==> src/rtl/pwr_ctrl_pkg.sv <==
package pwr_ctrl_pkg;
  typedef enum logic [2:0] {
    ST_RST_HOLD = 3'd0,
    ST_RST_PIN  = 3'd1,
    ST_RUN      = 3'd2,
    ST_IDLE     = 3'd3,
    ST_STOP     = 3'd4,
    ST_WAKE     = 3'd5
  } pwr_state_e;

  localparam int unsigned SYNC_STAGES = 2;
endpackage

==> src/rtl/pwr_level_sync.sv <==
module pwr_level_sync
  import pwr_ctrl_pkg::*;
(
  input  logic clk,
  input  logic arst_n,
  input  logic din,
  output logic dout
);
  logic [SYNC_STAGES-1:0] stages;

  always_ff @(posedge clk or negedge arst_n) begin
    if (!arst_n) stages <= '0;
    else         stages <= {stages[SYNC_STAGES-2:0], din};
  end

  assign dout = stages[SYNC_STAGES-1];
endmodule

==> src/rtl/pwr_wake_detect.sv <==
module pwr_wake_detect #(
  parameter int unsigned        NUM_XINT  = 4,
  parameter logic [NUM_XINT-1:0] XINT_RISE = '0
) (
  input  logic                clk,
  input  logic                arst_n,
  input  logic [NUM_XINT-1:0] lines,
  input  logic [NUM_XINT-1:0] enables,
  output logic                wake_hit
);
  logic [NUM_XINT-1:0] synced;
  logic [NUM_XINT-1:0] last;
  logic [NUM_XINT-1:0] hit;

  for (genvar i = 0; i < NUM_XINT; i++) begin : g_line
    pwr_level_sync u_sync (
      .clk    (clk),
      .arst_n (arst_n),
      .din    (lines[i]),
      .dout   (synced[i])
    );

    always_ff @(posedge clk or negedge arst_n) begin
      if (!arst_n) last[i] <= 1'b0;
      else         last[i] <= synced[i];
    end

    if (XINT_RISE[i]) begin : g_rise
      assign hit[i] = synced[i] & ~last[i];
    end else begin : g_fall
      assign hit[i] = ~synced[i] & last[i];
    end
  end

  assign wake_hit = |(hit & enables);
endmodule

==> src/rtl/pwr_hold_counter.sv <==
module pwr_hold_counter #(
  parameter int unsigned HOLD_CYCLES = 65536
) (
  input  logic clk,
  input  logic arst_n,
  input  logic load,
  input  logic run,
  output logic done
);
  localparam int unsigned CNT_W = (HOLD_CYCLES > 2) ? $clog2(HOLD_CYCLES) : 1;
  localparam logic [CNT_W-1:0] START = CNT_W'(HOLD_CYCLES - 1);

  logic [CNT_W-1:0] cnt;

  always_ff @(posedge clk or negedge arst_n) begin
    if (!arst_n)                 cnt <= START;
    else if (load)               cnt <= START;
    else if (run && cnt != '0)   cnt <= cnt - 1'b1;
  end

  assign done = (cnt == '0);
endmodule

==> src/rtl/pwr_mode_fsm.sv <==
module pwr_mode_fsm
  import pwr_ctrl_pkg::*;
(
  input  logic       clk,
  input  logic       arst_n,
  input  logic       pin_active,
  input  logic       wake_hit,
  input  logic       stop_req,
  input  logic       idle_req,
  input  logic       irq_pending,
  input  logic       hold_done,
  output pwr_state_e state,
  output logic       hold_load,
  output logic       hold_run
);
  pwr_state_e nxt;
  logic       osc_cold;

  always_comb begin
    nxt = state;
    if (pin_active) begin
      nxt = ST_RST_PIN;
    end else begin
      unique case (state)
        ST_RST_HOLD: if (hold_done) nxt = ST_RUN;
        ST_RST_PIN:  nxt = osc_cold ? ST_RST_HOLD : ST_RUN;
        ST_RUN: begin
          if (stop_req)      nxt = ST_STOP;
          else if (idle_req) nxt = ST_IDLE;
        end
        ST_IDLE:     if (irq_pending || wake_hit) nxt = ST_RUN;
        ST_STOP:     if (wake_hit) nxt = ST_WAKE;
        ST_WAKE:     if (hold_done) nxt = ST_RUN;
        default:     nxt = ST_RST_HOLD;
      endcase
    end
  end

  assign hold_load = (nxt != state) && (nxt == ST_RST_HOLD || nxt == ST_WAKE);
  assign hold_run  = (state == ST_RST_HOLD) || (state == ST_WAKE);

  always_ff @(posedge clk or negedge arst_n) begin
    if (!arst_n) begin
      state    <= ST_RST_HOLD;
      osc_cold <= 1'b1;
    end else begin
      state <= nxt;
      if (nxt == ST_STOP)     osc_cold <= 1'b1;
      else if (nxt == ST_RUN) osc_cold <= 1'b0;
    end
  end
endmodule

==> src/rtl/pwr_reset_ctrl.sv <==
module pwr_reset_ctrl
  import pwr_ctrl_pkg::*;
#(
  parameter int unsigned         HOLD_CYCLES = 65536,
  parameter int unsigned         NUM_XINT    = 4,
  parameter logic [NUM_XINT-1:0] XINT_RISE   = NUM_XINT'(4'b0101)
) (
  input  logic                clk_osc,
  input  logic                pwr_rst_n,
  input  logic                rst_pin,
  input  logic                stop_req,
  input  logic                idle_req,
  input  logic                flag_clr,
  input  logic                irq_pending,
  input  logic [NUM_XINT-1:0] xint_line,
  input  logic [NUM_XINT-1:0] xint_en,
  output logic                core_rst,
  output logic                strobe_force,
  output logic                cpu_clk_en,
  output logic                periph_clk_en,
  output logic                stop_bit,
  output logic                idle_bit,
  output logic                por_flag
);
  pwr_state_e mode_state;
  logic       pin_sync;
  logic       wake_hit;
  logic       hold_load;
  logic       hold_run;
  logic       hold_done;
  logic       in_reset;

  pwr_level_sync u_pin_sync (
    .clk    (clk_osc),
    .arst_n (pwr_rst_n),
    .din    (rst_pin),
    .dout   (pin_sync)
  );

  pwr_wake_detect #(
    .NUM_XINT  (NUM_XINT),
    .XINT_RISE (XINT_RISE)
  ) u_wake (
    .clk      (clk_osc),
    .arst_n   (pwr_rst_n),
    .lines    (xint_line),
    .enables  (xint_en),
    .wake_hit (wake_hit)
  );

  pwr_hold_counter #(
    .HOLD_CYCLES (HOLD_CYCLES)
  ) u_hold (
    .clk    (clk_osc),
    .arst_n (pwr_rst_n),
    .load   (hold_load),
    .run    (hold_run),
    .done   (hold_done)
  );

  pwr_mode_fsm u_fsm (
    .clk         (clk_osc),
    .arst_n      (pwr_rst_n),
    .pin_active  (pin_sync),
    .wake_hit    (wake_hit),
    .stop_req    (stop_req),
    .idle_req    (idle_req),
    .irq_pending (irq_pending),
    .hold_done   (hold_done),
    .state       (mode_state),
    .hold_load   (hold_load),
    .hold_run    (hold_run)
  );

  always_ff @(posedge clk_osc or negedge pwr_rst_n) begin
    if (!pwr_rst_n)    por_flag <= 1'b1;
    else if (flag_clr) por_flag <= 1'b0;
  end

  assign in_reset      = (mode_state == ST_RST_HOLD) || (mode_state == ST_RST_PIN);
  assign core_rst      = in_reset;
  assign strobe_force  = in_reset;
  assign cpu_clk_en    = in_reset || (mode_state == ST_RUN);
  assign periph_clk_en = in_reset || (mode_state == ST_RUN) || (mode_state == ST_IDLE);
  assign stop_bit      = (mode_state == ST_STOP) || (mode_state == ST_WAKE);
  assign idle_bit      = (mode_state == ST_IDLE);
endmodule

==> config.mk <==
export PLATFORM = sky130hd
export DESIGN_NAME = pwr_reset_ctrl
export DESIGN_NICKNAME = d
export VERILOG_FILES = /design/src/rtl/pwr_ctrl_pkg.sv /design/src/rtl/pwr_level_sync.sv /design/src/rtl/pwr_wake_detect.sv /design/src/rtl/pwr_hold_counter.sv /design/src/rtl/pwr_mode_fsm.sv /design/src/rtl/pwr_reset_ctrl.sv
export SDC_FILE = /design/constraint.sdc
export NUM_CORES = 1
export LEC_CHECK = 0
export ABC_AREA = 1
export BUFFER_PORTS_ARGS = -buffer_cell sky130_fd_sc_hd__buf_4
export CORE_MARGIN = 2
export CORE_UTILIZATION = 45
export DETAILED_ROUTE_END_ITERATION = 6
export HOLD_SLACK_MARGIN = 0.05
export PLACE_DENSITY_LB_ADDON = 0.12
export SYNTH_ARGS = -nofsm -noshare
export SYNTH_HDL_FRONTEND = slang
export SYNTH_SLANG_ARGS = --single-unit
==> constraint.sdc <==
create_clock -name clk_osc -period 2.2 [get_ports clk_osc]
set_clock_uncertainty 0.15 [all_clocks]
set_input_delay 0.44 -clock clk_osc [delete_from_list [all_inputs] [get_ports clk_osc]]
set_output_delay 0.44 -clock clk_osc [all_outputs]
set_load 0.01 [all_outputs]
==> results.ini <==
[outcome]
outcome=complete, no violations

[setup_path]
cp_cell_sequence=inv_1 > ha_2 > nand2_2 > nor2_1 > nand2_2 > nand2_1 > nand2_1 > nand2_2 > nand2_1 > nand2_1 > nand2_1 > nand2_1 > inv_4 > nand2_8 > nand2_1
crit_path_frequent_cell=nand2_1
crit_required_ps=2270
cp_max_fo=8
start_kind=flip-flop
end_kind=flip-flop
cpPeakStageDelay_ps=540
cp.arrival_ps=2140
cp_slowest_cell=dfstp_2
path_class=flip-flop to flip-flop

[cts]
cts.sinks=35
cts_tree=yes
h-tree-depth=2
numCtsBuffers=5
cts_root_buf=clkbuf_8
clockBufferDepth=2
insertion_delay_ps=290
clkTransAtPathRegs_ps=80
postCtsSetupBuffers=0

[yosys]
synth_edf_count=0
synth_area_um2=1850
synthFlopType=dfstp_2
synthTopCellsByArea=dfstp_2 (26%), dfrtp_1 (23%), nand2_1 (12%)
yosysSeqAreaShare_pct=48.6
yosys_warnings=0
synth_top_cell_area_share_pct=25.6
yosys.cell_count.top_type=nand2_1
yosysUniqueCellTypes=28
yosys.area.top_type=dfstp_2
synth_common_cells=nand2_1 (58), inv_1 (25), nor2_1 (23)
synth_nets=236
synth-seq-cells=35
syn_inst=220
synthArstFlopShare_pct=100
avgSynthCellArea_um2=8.40

[grt]
grt_pass1_vias=1292
antenna_found_initial=0
grt_max_degree=36
grt_usage_pct=17.5
overflow=0
grt_pass1_wl_mm=5.87

[routing]
drt_first_iter_violations=41
vias=1403
postRouteWirelength_mm=3.56
wl_per_cell_um=11.9
drt_first_pass_iters=4
remaining_drc_errors=0
drtAntennaViolNets=0
avgViaCountPerCell=4.69

[floorplan]
fp.dieH_um=68.1
core_um2=3970
rows=23
fp.dieArea_um2=4640
initial_utilization_pct=46.5
fp.dieW_um=68.1
io_pins=22

[final_layout]
drive_gt1_share_pct=36.5
num-nets-final=264
fin_util_pct=55.2
fin_cells=299
syn_to_final_growth_pct=18.6
diodes=0

[placed_design]
dpl_worst_slack_ps=1.06
io_buffer_count=21
gp_congestion=0.809
hpwl_mm=2.47
placed_cells=289

[sta]
finalCritPeriodShare_pct=93.8
setup_ws_ps=137
slew-limit-headroom_pct=71.5
max_freq_ghz=0.485
report.final.slew_viol_count=0
worst_pin_slew_ps=427
setup_tns_ps=0
hold_viol_final=0
setup_viol=0
period_minus_slack_ps=2060

[pwr]
finalPower_mw=1.70
power.density_nw_per_um2=776
peakVddDrop_v=0.000478
p_leak_nw=1.06

[worst_hold_path]
hold_path_class=primary input to flip-flop

[flow_run]
cap_violations=0

flip-flops by register name, indices dropped and copies added, names as in the netlist:
name,cells
por_flag,1
u_fsm.osc_cold,1
u_fsm.state,3
u_hold.cnt,16
u_pin_sync.stages,2
u_wake.g_line.u_sync.stages,8
u_wake.last,4
critical path, delay by kind of cell, from the launching register on:
kind / cells / cell delay (ps)
adders and majority gates: 1 / 200
buffers and inverters: 2 / 180
DFF: 1 / 540
and+or+nand+nor: 12 / 910
timing repair:
item | in CTS | in global routing
gates resized for setup | 1 | 7
pin swaps | 0 | 5
cloned | 0 | 1
endpoints found under the hold margin | 17 | 0
hold buffers | 1 | 0
endpoints found under the setup margin | 4 | 16
stage by stage:
| step | hold WS, ps | cell area, um2 |
|---|---|---|
| after CTS | 93.5 | 2150 |
| after detailed placement | 186 | 2040 |
| after global routing | 81.6 | 2190 |
| final | 103 | 2190 |
| after floorplan | -5.59 | 1850 |
| after global placement | 181 | 2040 |
per-layer routing:
layer	wire length [um]	share of wire, %	global-route usage, %
met1	1800	51	23.5
met2	1530	43	26.2
met3	169	4.8	5.43
met4	58	1.6	6.75
met5	0	0	0
cell type report:
type	instances	area, um2
clock buffer	6	82.6
clock inverter	2	16.3
timing repair buffer	23	175
tap	50	62.6
fill	389	1780
sequential	35	898
multi-input combinational	152	838
inverter	31	119
where the power goes:
group / switching (mW) / internal (mW) / leakage, nW
Combinational: 0.293 / 0.165 / 0.627
Sequential: 0.0417 / 0.708 / 0.390
Clock: 0.238 / 0.255 / 0.0474
cells in the final DEF (no fill, tap or decap), drive strengths merged:
master / n
nand2: 78
nor2: 31
inv: 30
buf: 22
dfstp: 18
dfrtp: 17
nand3: 12
xor2: 6
clkbuf: 6
xnor2: 5
a21oi: 5
nand4: 5
o21ai: 4
nor3: 3
nand3b: 2
clkinv: 2
ha: 1
clkinvlp: 1
dlygate4sd3: 1
logic make-up (layout without fill, tap and decap cells):
| kind of cell | count (synthesis) | in the layout | synth area share (%) |
|---|---|---|---|
| AOI/OAI and AO/OA | 9 | 9 | 3.25 |
| xor gates and xnor gates | 11 | 11 | 5.21 |
| adders and majority gates | 1 | 1 | 0.677 |
| buffers and inverters | 34 | 62 | 8.40 |
| DFF | 35 | 35 | 48.6 |
| and+or+nand+nor | 130 | 131 | 33.9 |
final timing paths:
kind,start,to,slack [ps],cells past startpoint
setup / recovery,u_hold.cnt[0],u_hold.cnt[5],140,15
hold / removal,xint_line[3],u_wake.g_line[3].u_sync.stages[0],100,1
setup reg to reg,u_hold.cnt[0],u_hold.cnt[5],140,15
hold reg to reg,u_wake.g_line[3].u_sync.stages[0],u_wake.g_line[3].u_sync.stages[1],200,0
max in group asynchronous,pwr_rst_n,u_hold.cnt[15],1070,2
min in group asynchronous,pwr_rst_n,u_pin_sync.stages[0],490,2
No activity file was read; power rests on OpenSTA's default activity.
